### config.mk
export PLATFORM = sky130hd
export DESIGN_NAME = uart_csr_bank
export DESIGN_NICKNAME = d
export VERILOG_FILES = /design/src/rtl/ucsr_pkg.sv /design/src/rtl/ucsr_irq.sv /design/src/rtl/ucsr_rxhold.sv /design/src/rtl/ucsr_txstat.sv /design/src/rtl/uart_csr_bank.sv
export SDC_FILE = /design/constraint.sdc
export NUM_CORES = 1
export LEC_CHECK = 0
export BUFFER_PORTS_ARGS = -buffer_cell sky130_fd_sc_hd__buf_4
export CAP_MARGIN = 20
export CORE_MARGIN = 3
export CORE_UTILIZATION = 40
export DETAILED_ROUTE_END_ITERATION = 10
export HOLD_SLACK_MARGIN = 0.02
export PLACE_DENSITY = 0.7
export SETUP_SLACK_MARGIN = 0.02
export SYNTH_ARGS = -nofsm -noshare
export SYNTH_HDL_FRONTEND = slang
export SYNTH_SLANG_ARGS = --single-unit
export TNS_END_PERCENT = 5
### constraint.sdc
create_clock -name clk -period 1.8 [get_ports clk]
set_input_delay 0.36 -clock clk [delete_from_list [all_inputs] [get_ports clk]]
set_output_delay 0.36 -clock clk [all_outputs]
set_load 0.005 [all_outputs]
### src/rtl/ucsr_pkg.sv
package ucsr_pkg;
    localparam int unsigned NUM_IRQ = 4;
    localparam int unsigned IRQ_TXWM  = 0;
    localparam int unsigned IRQ_RXWM  = 1;
    localparam int unsigned IRQ_TXEMP = 2;
    localparam int unsigned IRQ_RXOVF = 3;

    localparam int unsigned OFS_ISTATE  = 0;
    localparam int unsigned OFS_IENABLE = 1;
    localparam int unsigned OFS_ITEST   = 2;
    localparam int unsigned OFS_CTRL    = 3;
    localparam int unsigned OFS_STATUS  = 4;
    localparam int unsigned OFS_RDATA   = 5;
    localparam int unsigned OFS_WDATA   = 6;

    localparam int unsigned CTRL_TXEN_BIT = 0;
    localparam int unsigned CTRL_RXEN_BIT = 1;

    typedef enum logic {
        RXH_EMPTY = 1'b0,
        RXH_HELD  = 1'b1
    } rxh_state_e;

    typedef enum logic [1:0] {
        TXS_EMPTY = 2'd0,
        TXS_BUSY  = 2'd1,
        TXS_FULL  = 2'd2
    } txs_state_e;

    // Field order gives bit 0 = txfull ... bit 5 = rxempty.
    typedef struct packed {
        logic rxempty;
        logic rxidle;
        logic txidle;
        logic txempty;
        logic rxfull;
        logic txfull;
    } status_t;
endpackage

### src/rtl/ucsr_irq.sv
module ucsr_irq #(
    parameter int unsigned N = 4
) (
    input  logic         clk,
    input  logic         rst_n,
    input  logic         clr_we,
    input  logic         tst_we,
    input  logic         en_we,
    input  logic [N-1:0] wmask,
    input  logic [N-1:0] hw_set,
    output logic [N-1:0] state_o,
    output logic [N-1:0] enable_o,
    output logic [N-1:0] irq_o
);
    logic [N-1:0] state_q, state_d;
    logic [N-1:0] enable_q;

    // Software clear first, then test and hardware sets OR on top (hardware wins).
    always_comb begin
        state_d = state_q;
        if (clr_we) state_d = state_d & ~wmask;
        if (tst_we) state_d = state_d | wmask;
        state_d = state_d | hw_set;
    end

    always_ff @(posedge clk or negedge rst_n) begin
        if (!rst_n) begin
            state_q  <= '0;
            enable_q <= '0;
        end else begin
            state_q <= state_d;
            if (en_we) enable_q <= wmask;
        end
    end

    generate
        for (genvar i = 0; i < N; i++) begin : g_line
            assign irq_o[i] = state_q[i] & enable_q[i];
        end
    endgenerate

    assign state_o  = state_q;
    assign enable_o = enable_q;

    assert_gate_off_R2: assert property (@(posedge clk) disable iff (!rst_n)
        (enable_q == '0) |-> (irq_o == '0));
    assert_w1c_R3: assert property (@(posedge clk) disable iff (!rst_n)
        (clr_we && !tst_we && hw_set == '0) |=> ((state_q & $past(wmask)) == '0));
    assert_test_sets_R4: assert property (@(posedge clk) disable iff (!rst_n)
        tst_we |=> ((state_q & $past(wmask)) == $past(wmask)));
    assert_hw_wins_R5: assert property (@(posedge clk) disable iff (!rst_n)
        (hw_set != '0) |=> ((state_q & $past(hw_set)) == $past(hw_set)));
endmodule

### src/rtl/ucsr_rxhold.sv
module ucsr_rxhold
    import ucsr_pkg::*;
#(
    parameter int unsigned BW = 8
) (
    input  logic          clk,
    input  logic          rst_n,
    input  logic          rx_en,
    input  logic          rx_valid,
    input  logic [BW-1:0] rx_byte,
    input  logic          rd_take,
    output logic [BW-1:0] held_byte,
    output logic          st_rxfull,
    output logic          st_rxidle,
    output logic          st_rxempty,
    output logic          set_wmark,
    output logic          set_ovf
);
    rxh_state_e    st_q, st_d;
    logic [BW-1:0] byte_q;
    logic          accept, take;

    assign accept = rx_valid & rx_en;
    assign take   = rd_take & rx_en;

    always_comb begin
        st_d = st_q;
        unique case (st_q)
            RXH_EMPTY: if (accept) st_d = RXH_HELD;
            RXH_HELD:  if (!accept && take) st_d = RXH_EMPTY;
            default:   st_d = RXH_EMPTY;
        endcase
    end

    always_ff @(posedge clk or negedge rst_n) begin
        if (!rst_n) begin
            st_q   <= RXH_EMPTY;
            byte_q <= '0;
        end else begin
            st_q <= st_d;
            if (accept) byte_q <= rx_byte;
        end
    end

    always_comb begin
        held_byte  = byte_q;
        st_rxfull  = (st_q == RXH_HELD);
        st_rxidle  = (st_q == RXH_EMPTY);
        st_rxempty = (st_q == RXH_EMPTY);
        set_wmark  = accept;
        set_ovf    = accept && (st_q == RXH_HELD) && !take;
    end

    assert_accept_fills_R6: assert property (@(posedge clk) disable iff (!rst_n)
        accept |=> (st_q == RXH_HELD && byte_q == $past(rx_byte)));
    assert_disabled_keeps_R7: assert property (@(posedge clk) disable iff (!rst_n)
        !rx_en |=> (byte_q == $past(byte_q)));
    assert_take_empties_R8: assert property (@(posedge clk) disable iff (!rst_n)
        (take && !accept) |=> (st_q == RXH_EMPTY));
endmodule

### src/rtl/ucsr_txstat.sv
module ucsr_txstat
    import ucsr_pkg::*;
(
    input  logic clk,
    input  logic rst_n,
    input  logic ev_load,
    input  logic ev_full,
    input  logic ev_pop,
    input  logic ev_drain,
    output logic st_txfull,
    output logic st_txempty,
    output logic st_txidle
);
    txs_state_e st_q, st_d;

    always_comb begin
        st_d = st_q;
        unique case (st_q)
            TXS_EMPTY: begin
                if (ev_drain)     st_d = TXS_EMPTY;
                else if (ev_full) st_d = TXS_FULL;
                else if (ev_load) st_d = TXS_BUSY;
            end
            TXS_BUSY: begin
                if (ev_drain)     st_d = TXS_EMPTY;
                else if (ev_full) st_d = TXS_FULL;
            end
            TXS_FULL: begin
                if (ev_drain)     st_d = TXS_EMPTY;
                else if (ev_pop)  st_d = TXS_BUSY;
            end
            default: st_d = TXS_EMPTY;
        endcase
    end

    always_ff @(posedge clk or negedge rst_n) begin
        if (!rst_n) st_q <= TXS_EMPTY;
        else        st_q <= st_d;
    end

    always_comb begin
        st_txfull  = (st_q == TXS_FULL);
        st_txempty = (st_q == TXS_EMPTY);
        st_txidle  = (st_q == TXS_EMPTY);
    end

    assert_drain_empties_R10: assert property (@(posedge clk) disable iff (!rst_n)
        ev_drain |=> (st_txempty && !st_txfull));
    assert_full_excl_R10: assert property (@(posedge clk) disable iff (!rst_n)
        !(st_txfull && st_txempty));
endmodule

### src/rtl/uart_csr_bank.sv
module uart_csr_bank
    import ucsr_pkg::*;
#(
    parameter int unsigned ADDR_W = 4,
    parameter int unsigned DATA_W = 32,
    parameter int unsigned BYTE_W = 8
) (
    input  logic              clk,
    input  logic              rst_n,
    input  logic [ADDR_W-1:0] bus_addr,
    input  logic [DATA_W-1:0] bus_wdata,
    input  logic              bus_we,
    input  logic              bus_re,
    output logic [DATA_W-1:0] bus_rdata,
    input  logic              rx_valid,
    input  logic [BYTE_W-1:0] rx_byte,
    input  logic              tx_wmark_evt,
    input  logic              tx_load_evt,
    input  logic              tx_full_evt,
    input  logic              tx_pop_evt,
    input  logic              tx_empty_evt,
    output logic              irq_tx_wmark,
    output logic              irq_rx_wmark,
    output logic              irq_tx_empty,
    output logic              irq_rx_ovf,
    output logic              tx_en,
    output logic              rx_en
);
    localparam int unsigned STATUS_W = $bits(status_t);

    logic [DATA_W-1:0]  ctrl_q;
    logic [NUM_IRQ-1:0] istate, ienable, irq_vec, hw_set;
    logic               hit_istate, hit_ienable, hit_itest, hit_ctrl, hit_rdata;
    logic               rx_set_wm, rx_set_ovf;
    logic [BYTE_W-1:0]  held_byte;
    status_t            status;

    assign hit_istate  = (bus_addr == ADDR_W'(OFS_ISTATE));
    assign hit_ienable = (bus_addr == ADDR_W'(OFS_IENABLE));
    assign hit_itest   = (bus_addr == ADDR_W'(OFS_ITEST));
    assign hit_ctrl    = (bus_addr == ADDR_W'(OFS_CTRL));
    assign hit_rdata   = (bus_addr == ADDR_W'(OFS_RDATA));

    always_ff @(posedge clk or negedge rst_n) begin
        if (!rst_n)                   ctrl_q <= '0;
        else if (bus_we && hit_ctrl)  ctrl_q <= bus_wdata;
    end

    assign tx_en = ctrl_q[CTRL_TXEN_BIT];
    assign rx_en = ctrl_q[CTRL_RXEN_BIT];

    always_comb begin
        hw_set            = '0;
        hw_set[IRQ_TXWM]  = tx_wmark_evt;
        hw_set[IRQ_RXWM]  = rx_set_wm;
        hw_set[IRQ_TXEMP] = tx_empty_evt;
        hw_set[IRQ_RXOVF] = rx_set_ovf;
    end

    ucsr_irq #(.N(NUM_IRQ)) u_irq (
        .clk      (clk),
        .rst_n    (rst_n),
        .clr_we   (bus_we && hit_istate),
        .tst_we   (bus_we && hit_itest),
        .en_we    (bus_we && hit_ienable),
        .wmask    (bus_wdata[NUM_IRQ-1:0]),
        .hw_set   (hw_set),
        .state_o  (istate),
        .enable_o (ienable),
        .irq_o    (irq_vec)
    );

    ucsr_rxhold #(.BW(BYTE_W)) u_rx (
        .clk        (clk),
        .rst_n      (rst_n),
        .rx_en      (rx_en),
        .rx_valid   (rx_valid),
        .rx_byte    (rx_byte),
        .rd_take    (bus_re && hit_rdata),
        .held_byte  (held_byte),
        .st_rxfull  (status.rxfull),
        .st_rxidle  (status.rxidle),
        .st_rxempty (status.rxempty),
        .set_wmark  (rx_set_wm),
        .set_ovf    (rx_set_ovf)
    );

    ucsr_txstat u_tx (
        .clk        (clk),
        .rst_n      (rst_n),
        .ev_load    (tx_load_evt),
        .ev_full    (tx_full_evt),
        .ev_pop     (tx_pop_evt),
        .ev_drain   (tx_empty_evt),
        .st_txfull  (status.txfull),
        .st_txempty (status.txempty),
        .st_txidle  (status.txidle)
    );

    assign irq_tx_wmark = irq_vec[IRQ_TXWM];
    assign irq_rx_wmark = irq_vec[IRQ_RXWM];
    assign irq_tx_empty = irq_vec[IRQ_TXEMP];
    assign irq_rx_ovf   = irq_vec[IRQ_RXOVF];

    always_comb begin
        bus_rdata = '0;
        if (bus_re) begin
            case (bus_addr)
                ADDR_W'(OFS_ISTATE):  bus_rdata = DATA_W'(istate);
                ADDR_W'(OFS_IENABLE): bus_rdata = DATA_W'(ienable);
                ADDR_W'(OFS_CTRL):    bus_rdata = ctrl_q;
                ADDR_W'(OFS_STATUS):  bus_rdata = DATA_W'(status);
                ADDR_W'(OFS_RDATA):   bus_rdata = DATA_W'(held_byte);
                default:              bus_rdata = '0;
            endcase
        end
    end

    assert_unmapped_zero_R12: assert property (@(posedge clk) disable iff (!rst_n)
        (bus_re && bus_addr > ADDR_W'(OFS_WDATA)) |-> (bus_rdata == '0));
    assert_ctrl_rxen_R13: assert property (@(posedge clk) disable iff (!rst_n)
        (bus_we && hit_ctrl) |=> (rx_en == $past(bus_wdata[CTRL_RXEN_BIT])));
    assert_ovf_flag_R9: assert property (@(posedge clk) disable iff (!rst_n)
        rx_set_ovf |=> istate[IRQ_RXOVF]);
    assert_status_width_R1: assert property (@(posedge clk) disable iff (!rst_n)
        (bus_re && bus_addr == ADDR_W'(OFS_STATUS)) |-> (bus_rdata[DATA_W-1:STATUS_W] == '0));
endmodule

==> results.sh, run 1 <==
export IMPL_status="finished with violations"
export IMPL_violations="negative setup slack"
export IMPL_syn_avg_cell_area_um2=13.1
export IMPL_maxClockFrequency_mhz=534
export IMPL_worst_hold_slack_ps=78.2
export IMPL_ios=92
export IMPL_antenna_found_initial=0
export IMPL_maxSlewHeadroom=0.565
export IMPL_initial_core_util=0.429
export IMPL_grt_max_degree=52
export IMPL_nFillCells=522
export IMPL_use_met2=0.282
export IMPL_place_ws_ps=-37.3
export IMPL_viasPerCell=5.24
export IMPL_final_hold_viol_count=0
export IMPL_fin_crit_sh=1.04
export IMPL_totalWireLength_um=6410
export IMPL_busiest_layer="met2"
export IMPL_dieArea_mm2=0.00759
export IMPL_gr_usage_met1=0.237
export IMPL_rsz0062_at_grt="true"
export IMPL_p_sw_frac=0.246
export IMPL_ys_top_cells_by_area="dfrtp_1 (49%), mux2_4 (17%), mux2_2 (8.1%)"
export IMPL_numClockSinks=51
export IMPL_syn_nets=255
export IMPL_seqPwrFrac=0.522
export IMPL_cts_root_buf="clkbuf_8"
export IMPL_clock_latency_ps=300
export IMPL_drc=0
export IMPL_fin_setup_tns_ps=-71.7
export IMPL_globalplace_congestion=0.785
export IMPL_power_density_mw_per_mm2=833
export IMPL_cts_tree="built"
export IMPL_die_w_um=87.1
export IMPL_hold_path_class="in2async"
export IMPL_die_h_um=87.1
export IMPL_post_route_util=0.590
export IMPL_power_switching_mw=0.741
export IMPL_grt_ovfl_total=0
export IMPL_worstSetupPathType="reg2out"
export IMPL_synth_seq_area_share=0.485
export IMPL_hpwl_um=4720
export IMPL_synth_warnings=0
export IMPL_worst_slack_ps=-71.7
export IMPL_critPathLaunchType="register"
export IMPL_clk_path_buf_depth=2
export IMPL_crit_path_max_fanout=3
export IMPL_syn_area_mm2=0.00263
export IMPL_setup_violations=1
export IMPL_slew_viol_final=0
export IMPL_vias=2002
export IMPL_drive_gt1_frac=0.560
export IMPL_track_usage=0.176
export IMPL_p_clk_frac=0.236
export IMPL_cts_buffers=5
export IMPL_p_leak_nw=1.89
export IMPL_grt_pass1_vias=2109
export IMPL_fin_nets=360
export IMPL_finClkSkew_ps=6.04
export IMPL_synth_distinct_cells=36
export IMPL_cap_violations=0
export IMPL_tightest_slew_ps=652
export IMPL_critPathCaptureType="output pin"
export IMPL_worst_ir_drop_vdd_mv=0.443
export IMPL_n_antenna_cell=0
export IMPL_fp_row_count=28
export IMPL_p_comb_frac=0.243
export IMPL_dr_pass1_iters=4
export IMPL_fin_crit_ps=1870
export IMPL_syn_to_final_growth_pct=37.6
export IMPL_io_buffers=91
export IMPL_detail_route_antenna_nets=0
export IMPL_ys_ff_latch=51
export IMPL_htreeDepth=2
export IMPL_cp_arrival_ps=1510
export IMPL_grt_pass1_wl_um=10400
export IMPL_yosysTopAreaCell="dfrtp_1"
export IMPL_worstPathRequired_ps=1440
export IMPL_avgRoutedWirePerCell_um=16.8
export IMPL_syn_inst=201
export IMPL_synth_top_cell_area_share=0.485
export IMPL_ctsHoldBuffers=0
export IMPL_internal_power_mw=2.27
export IMPL_grt_use_met3=0.0416
export IMPL_drt_iter0_drc=94
export IMPL_path_clk_slew_ps=90
export IMPL_post_cts_buffers=0
export IMPL_core_area_mm2=0.00613
metrics by stage:
step	std cells	instance area, um^2	total power [mW]
after CTS	382	3610	3.05
final	382	3620	3.01
after detailed placement	374	3500	2.33
after global routing	382	3620	3.21
after global placement	374	3500	2.31
after floorplan	201	2630	2.01
placed cells by master, fill, tap and decap left out, types with 3 or more instances in the layout:
cell type    n
a311o_1      3
a22oi_1      4
buf_4      104
clkbuf_8     7
mux2_2      19
o21ai_0      3
a21boi_0     3
nand2_1      9
a21oi_1      5
buf_6        4
and2_1       4
dfrtp_1     51
and3_1      28
mux2_4      30
nor2_1       7
worst paths after layout:
path / startpoint / depth (start not counted) / slack, ps / end
max: u_irq.enable_o[0]$_DFFE_PN0P_ / 4 / -70 / bus_rdata[0]
min: rst_n / 1 / 80 / ctrl_q[7]$_DFFE_PN0P_
max reg2reg: ctrl_q[1]$_DFFE_PN0P_ / 4 / 450 / u_irq.state_o[3]$_DFF_PN0_
min reg2reg: u_rx.held_byte[3]$_DFFE_PN0N_ / 1 / 510 / u_rx.held_byte[3]$_DFFE_PN0N_
max in group asynchronous: rst_n / 1 / 1270 / ctrl_q[25]$_DFFE_PN0P_
min in group clk: tx_empty_evt / 2 / 240 / u_tx.st_q[0]$_DFFE_PN0P_
critical path, cell delays in order (launching register included):
cell and delay [ps]:
dfrtp_1 400, mux2_2 260, a222oi_1 290, a21oi_1 120, buf_4 140
layout make-up:
class | instances | area (um^2) | area share
tap | 75 | 93.8 | 0.0259
inverter | 2 | 7.51 | 0.00207
clock buffer | 8 | 100 | 0.0277
timing repair buffer | 110 | 866 | 0.239
multi-input combinational | 136 | 1280 | 0.353
sequential | 51 | 1280 | 0.353
sequential cells by signal, indices dropped and copies added, names as in the netlist:
| name | count |
|---|---|
| ctrl_q | 32 |
| u_rx.held_byte | 8 |
| u_irq.enable_o | 4 |
| u_irq.state_o | 4 |
| u_tx.st_q | 2 |
| u_rx.st_rxfull | 1 |
repair_timing:
item | in CTS | in global routing
cloned | 0 | 0
pin swaps | 2 | 4
setup endpoints to repair | 11 | 27
gates resized for setup | 2 | 3
endpoints found under the hold margin | 0 | 0
power by group through the flow:
stage,Clock (mW),Combinational [mW],Sequential [mW]
2_1_floorplan,0,0.470,1.54
3_3_place_gp,0,0.716,1.59
3_5_place_dp,0,0.736,1.59
4_1_cts,0.738,0.737,1.57
5_1_grt,0.796,0.797,1.61
6_report,0.711,0.731,1.57
logic make-up after synthesis:
kind of cell | share of synthesized area
and+or+nand+nor | 0.157
DFF | 0.485
muxes | 0.256
AOI/OAI and AO/OA | 0.0689
buffers and inverters | 0.0323
cell usage after synthesis, drive strengths merged:
| master | instances |
|---|---|
| clkbuf | 5 |
| o21ai | 3 |
| nor2 | 7 |
| nor4b | 2 |
| nand3 | 1 |
| and3 | 28 |
| inv | 2 |
| mux2 | 49 |
| mux2i | 1 |
| and2 | 4 |
| a211o | 1 |
| buf | 7 |
| a311oi | 1 |
| a21oi | 5 |
| a22oi | 4 |
| a311o | 3 |
| a31oi | 2 |
| and4bb | 1 |
| or3 | 1 |
| nor3 | 1 |
| a221o | 1 |
| a21boi | 3 |
| nand2b | 1 |
| nand2 | 9 |
| and3b | 1 |
| nor4bb | 1 |
| a222oi | 1 |
| nor3b | 3 |
| nor2b | 1 |
| a32oi | 1 |
| dfrtp | 51 |
metal layers:
metal  vias to the layer above  wire [um]
li1                        945          -
met1                       982       2780
met2                        65       3160
met3                        10        344
met4                         0        121
met5                         -          0
Power figures use the tool's default switching activity.
==> run 2, diff against run 1 <==
Settings changed: SETUP_SLACK_MARGIN 0.02 to 0.15.
==> results.sh, run 2 (synthesis results as in run 1) <==
export IMPL_status="finished with violations"
export IMPL_violations="negative setup slack"
export IMPL_numClockSinks=51
export IMPL_dieArea_mm2=0.00759
export IMPL_cts_buffers=5
export IMPL_cts_tree="built"
export IMPL_fin_nets=360
export IMPL_grt_ovfl_total=0
export IMPL_dp_cells=374
export IMPL_critPathLaunchType="register"
export IMPL_cp_cell_sequence="mux2_4 > a222oi_1 > a21oi_1 > buf_4"
export IMPL_maxSlewHeadroom=0.574
export IMPL_clock_latency_ps=300
export IMPL_vias=1983
export IMPL_ios=92
export IMPL_power_density_mw_per_mm2=832
export IMPL_totalWireLength_um=6270
export IMPL_die_h_um=87.1
export IMPL_largest_register="ctrl_q"
export IMPL_fin_total_pwr_mw=3.03
export IMPL_grt_pass1_vias=2030
export IMPL_finClkSkew_ps=3.38
export IMPL_mostFrequentLayoutCell="buf_4"
export IMPL_critPathBufInv=1
export IMPL_die_w_um=87.1
export IMPL_detail_route_antenna_nets=0
export IMPL_setup_violations=14
export IMPL_worstSetupPathType="reg2out"
export IMPL_largest_register_ffs=32
export IMPL_worstPathRequired_ps=1440
export IMPL_crit_family="flip-flops"
export IMPL_avgRoutedWirePerCell_um=16.4
export IMPL_maxClockFrequency_mhz=530
export IMPL_core_area_mm2=0.00613
export IMPL_nFillCells=497
export IMPL_multiInputGateArea_mm2=0.00132
export IMPL_final_hold_viol_count=0
export IMPL_critPathCaptureType="output pin"
export IMPL_initial_core_util=0.429
export IMPL_post_route_util=0.595
export IMPL_cp_arrival_ps=1530
export IMPL_slew_viol_final=0
export IMPL_track_usage=0.169
export IMPL_layoutNonFillerInstCount=382
export IMPL_crit_path_max_fanout=3
export IMPL_final_cell_mix="buf_4 (108), dfrtp_1 (51), mux2_4 (32)"
export IMPL_hold_path_class="in2async"
export IMPL_io_buffers=91
export IMPL_cts_root_buf="clkbuf_8"
export IMPL_hpwl_um=4620
export IMPL_path_clk_slew_ps=90
export IMPL_fin_crit_sh=1.05
export IMPL_grt_pass1_wl_um=10000
export IMPL_cap_violations=0
export IMPL_worst_slack_ps=-87.0
export IMPL_slowest_stage="dfrtp_1"
export IMPL_grt_max_degree=52
export IMPL_fp_row_count=28
export IMPL_seqCellArea_mm2=0.00128
export IMPL_drc=0
export IMPL_syn_to_final_growth_pct=38.6
export IMPL_p_leak_nw=1.90
export IMPL_globalplace_congestion=0.852
export IMPL_drive_gt1_frac=0.577
export IMPL_drt_iter0_drc=106
export IMPL_worst_hold_slack_ps=64.3
export IMPL_place_ws_ps=-37.6
export IMPL_max_stage_delay_ps=420
export IMPL_worst_ir_drop_vdd_mv=0.405
export IMPL_clk_path_buf_depth=2
export IMPL_tightest_slew_ps=639
export IMPL_dr_pass1_iters=4
export IMPL_antenna_found_initial=0
export IMPL_viasPerCell=5.19
export IMPL_n_antenna_cell=0
export IMPL_rsz0062_at_grt="true"
export IMPL_fin_crit_ps=1890
export IMPL_htreeDepth=2
[run 2: cell type report]
type,count,area share
multi-input combinational,136,0.362
sequential,51,0.350
timing repair buffer,110,0.233
clock buffer,8,0.0274
tap,75,0.0257
inverter,2,0.00206
[run 2: routing by layer]
layer,GRT usage,vias up,part of all wire
met2,0.265,63,0.47
met1,0.230,969,0.45
li1,-,946,-
met3,0.0397,5,0.068
met5,0,-,0
met4,0.0558,0,0.011
[run 2: path summary, 6_finish.rpt]
check                                         startpoint                             to  slack (ps)  cells after the start
max reg2reg                        ctrl_q[1]$_DFFE_PN0P_  u_rx.held_byte[5]$_DFFE_PN0N_         500                      3
max                        u_irq.enable_o[0]$_DFFE_PN0P_                   bus_rdata[0]         -90                      4
min                                                rst_n          ctrl_q[7]$_DFFE_PN0P_          60                      1
max in group asynchronous                          rst_n         ctrl_q[10]$_DFFE_PN0P_        1300                      1
min in group clk                            tx_empty_evt       u_tx.st_q[0]$_DFFE_PN0P_         220                      2
min reg2reg                       ctrl_q[10]$_DFFE_PN0P_         ctrl_q[10]$_DFFE_PN0P_         510                      1
[run 2: where the power goes]
part / leakage [nW] / switching, mW / internal, mW / total [mW]
Sequential: 0.608 / 0.163 / 1.41 / 1.58
Combinational: 1.24 / 0.233 / 0.515 / 0.748
Clock: 0.0515 / 0.357 / 0.351 / 0.709
Total: 1.90 / 0.753 / 2.28 / 3.03
[run 2: timing repair]
action | in CTS | in global routing
cloned | 0 | 0
hold buffers | 0 | 0
setup endpoints to repair | 21 | 32
resized for setup | 9 | 2
setup buffers | 0 | 0
pin swaps | 5 | 2
[run 2: stage by stage]
stage	area (um^2)	TNS, ps
floorplan	2630	0
global placement	3500	-32.7
detailed placement	3500	-96.0
CTS	3630	-127
global route	3650	-1710
finish	3650	-248
[run 2: worst reg2reg max path, stage by stage (launching register included)]
cell and delay [ps]:
dfrtp_1 490, nand2_1 160, buf_4 190, mux2_2 350
==> run 3, diff against run 2 <==
Settings changed: CORE_UTILIZATION 40 to 50, GPL_TIMING_DRIVEN set to 0, PLACE_DENSITY 0.7 to 0.84.
==> results.sh, run 3 (synthesis results as in run 1) <==
export IMPL_place_ws_ps=-334
export IMPL_antenna_found_initial=0
export IMPL_drive_gt1_frac=0.568
export IMPL_ios=92
export IMPL_final_cell_mix="buf_4 (94), dfrtp_1 (51), mux2_4 (30)"
export IMPL_numClockSinks=51
export IMPL_worstSetupPathType="reg2out"
export IMPL_max_stage_delay_ps=390
export IMPL_tightest_slew_ps=635
export IMPL_syn_to_final_growth_pct=38.2
export IMPL_io_buffers=90
export IMPL_vias=2029
export IMPL_final_area_mm2=0.00364
export IMPL_power_switching_mw=0.790
export IMPL_cts_root_buf="clkbuf_8"
export IMPL_slew_viol_final=0
export IMPL_post_route_util=0.740
export IMPL_p_comb_frac=0.236
export IMPL_fin_setup_tns_ps=-317
export IMPL_n_antenna_cell=0
export IMPL_dp_cells=358
export IMPL_htreeDepth=2
export IMPL_status="finished with violations"
export IMPL_maxSlewHeadroom=0.577
export IMPL_critPathLaunch="u_irq.enable_o[0]$_DFFE_PN0P_"
export IMPL_hold_path_class="in2async"
export IMPL_cap_violations=0
export IMPL_worst_r2r_endpoint="u_irq.state_o[3]$_DFF_PN0_"
export IMPL_clk_path_buf_depth=2
export IMPL_die_w_um=78.5
export IMPL_cts_tree="built"
export IMPL_fp_row_count=25
export IMPL_fin_total_pwr_mw=3.16
export IMPL_grt_pass1_vias=2142
export IMPL_cts_buffers=5
export IMPL_dpl_instance_area_mm2=0.00339
export IMPL_timing_reg2reg_setup_slack_ps=310
export IMPL_globalplace_congestion=0.822
export IMPL_cp_arrival_ps=1550
export IMPL_fin_nets=356
export IMPL_internal_power_mw=2.37
export IMPL_path_clk_slew_ps=100
export IMPL_dieArea_mm2=0.00617
export IMPL_critPathBufInv=1
export IMPL_cp_cell_sequence="mux2_2 > a222oi_1 > a21oi_1 > buf_4"
export IMPL_rr_startpoint="ctrl_q[1]$_DFFE_PN0P_"
export IMPL_initial_core_util=0.536
export IMPL_reg2reg_depth=3
export IMPL_dr_pass1_iters=5
export IMPL_critPathCaptureType="output pin"
export IMPL_power_density_mw_per_mm2=869
export IMPL_detail_route_antenna_nets=0
export IMPL_rsz0062_at_grt="true"
export IMPL_core_area_mm2=0.00491
export IMPL_clock_latency_ps=310
export IMPL_setup_violations=10
export IMPL_fin_crit_sh=1.06
export IMPL_avgRoutedWirePerCell_um=17.8
export IMPL_worst_slack_ps=-111
export IMPL_hpwl_um=4680
export IMPL_finClkSkew_ps=7.88
export IMPL_fin_crit_ps=1910
export IMPL_grt_max_degree=52
export IMPL_worstPathRequired_ps=1440
export IMPL_p_leak_nw=1.88
export IMPL_track_usage=0.220
export IMPL_worst_hold_slack_ps=70.3
export IMPL_layoutNonFillerInstCount=370
export IMPL_drt_iter0_drc=139
export IMPL_mostFrequentLayoutCell="buf_4"
export IMPL_crit_path_max_fanout=3
export IMPL_drc=0
export IMPL_p_clk_frac=0.264
export IMPL_critPathLaunchType="register"
export IMPL_maxClockFrequency_mhz=523
export IMPL_violations="negative setup slack"
export IMPL_final_hold_viol_count=0
export IMPL_viasPerCell=5.48
export IMPL_grt_pass1_wl_um=10600
export IMPL_totalWireLength_um=6580
export IMPL_worst_ir_drop_vdd_mv=0.600
export IMPL_p_sw_frac=0.250
export IMPL_largest_register="ctrl_q"
export IMPL_slowest_stage="dfrtp_1"
export IMPL_grt_ovfl_total=0
export IMPL_seqPwrFrac=0.501
export IMPL_die_h_um=78.5
export IMPL_crit_cells=4
export IMPL_largest_register_ffs=32
export IMPL_crit_family="compound AO/OA/AOI/OAI gates"
## run 3: changes by cell type in the layout (fill, tap and decap cells not counted), sizes merged
cell / before / now
bufinv: 0 / 1
buf: 110 / 103
clkinv: 0 / 1
clkbuf: 8 / 9
## run 3: area by class of cell
class	count	area, um^2
clock buffers	6	82.6
plain buffers	12	119
well taps	67	83.8
inverters	2	7.51
repair buffers	94	721
clock inverters	2	35.0
flip-flops and latches	51	1280
multi-input cells	136	1310
fillers	343	1270
## run 3: power groups by stage
stage	clock [mW]	combinational, mW	sequential (mW)
floorplan	0	0.471	1.54
global placement	0	0.692	1.58
detailed placement	0	0.719	1.59
CTS	0.841	0.745	1.57
global route	0.892	0.803	1.61
finish	0.833	0.744	1.58
## run 3: worst register-to-register path: cells and delay by family (launching register included)
| kind | cells | cell delay, ps |
|---|---|---|
| compound gates | 2 | 600 |
| simple gates | 1 | 350 |
| flops | 1 | 480 |
## run 3: layer usage
metal / track usage / wire [um] / up-vias
met5: 0 / 0 / -
met4: 0.0524 / 76 / 0
met3: 0.0321 / 295 / 9
met2: 0.378 / 3390 / 60
met1: 0.292 / 2820 / 1021
li1: - / - / 939
## run 3: timing repair
| item | 4_1_cts | 5_1_grt |
|---|---|---|
| gates cloned | 0 | 0 |
| setup endpoints to repair | 32 | 32 |
| pin swaps | 10 | 2 |
| resized for setup | 22 | 5 |
| setup buffers | 4 | 0 |
| hold buffers | 0 | 0 |
## run 3: how the worst max path moves through the flow
stage / end / slack [ps]
final: bus_rdata[0] / -110
after global routing: bus_rdata[0] / -170
after CTS: bus_rdata[0] / -120
after detailed placement: bus_rdata[4] / -330
after global placement: bus_rdata[2] / -320
after floorplan: bus_rdata[0] / 170
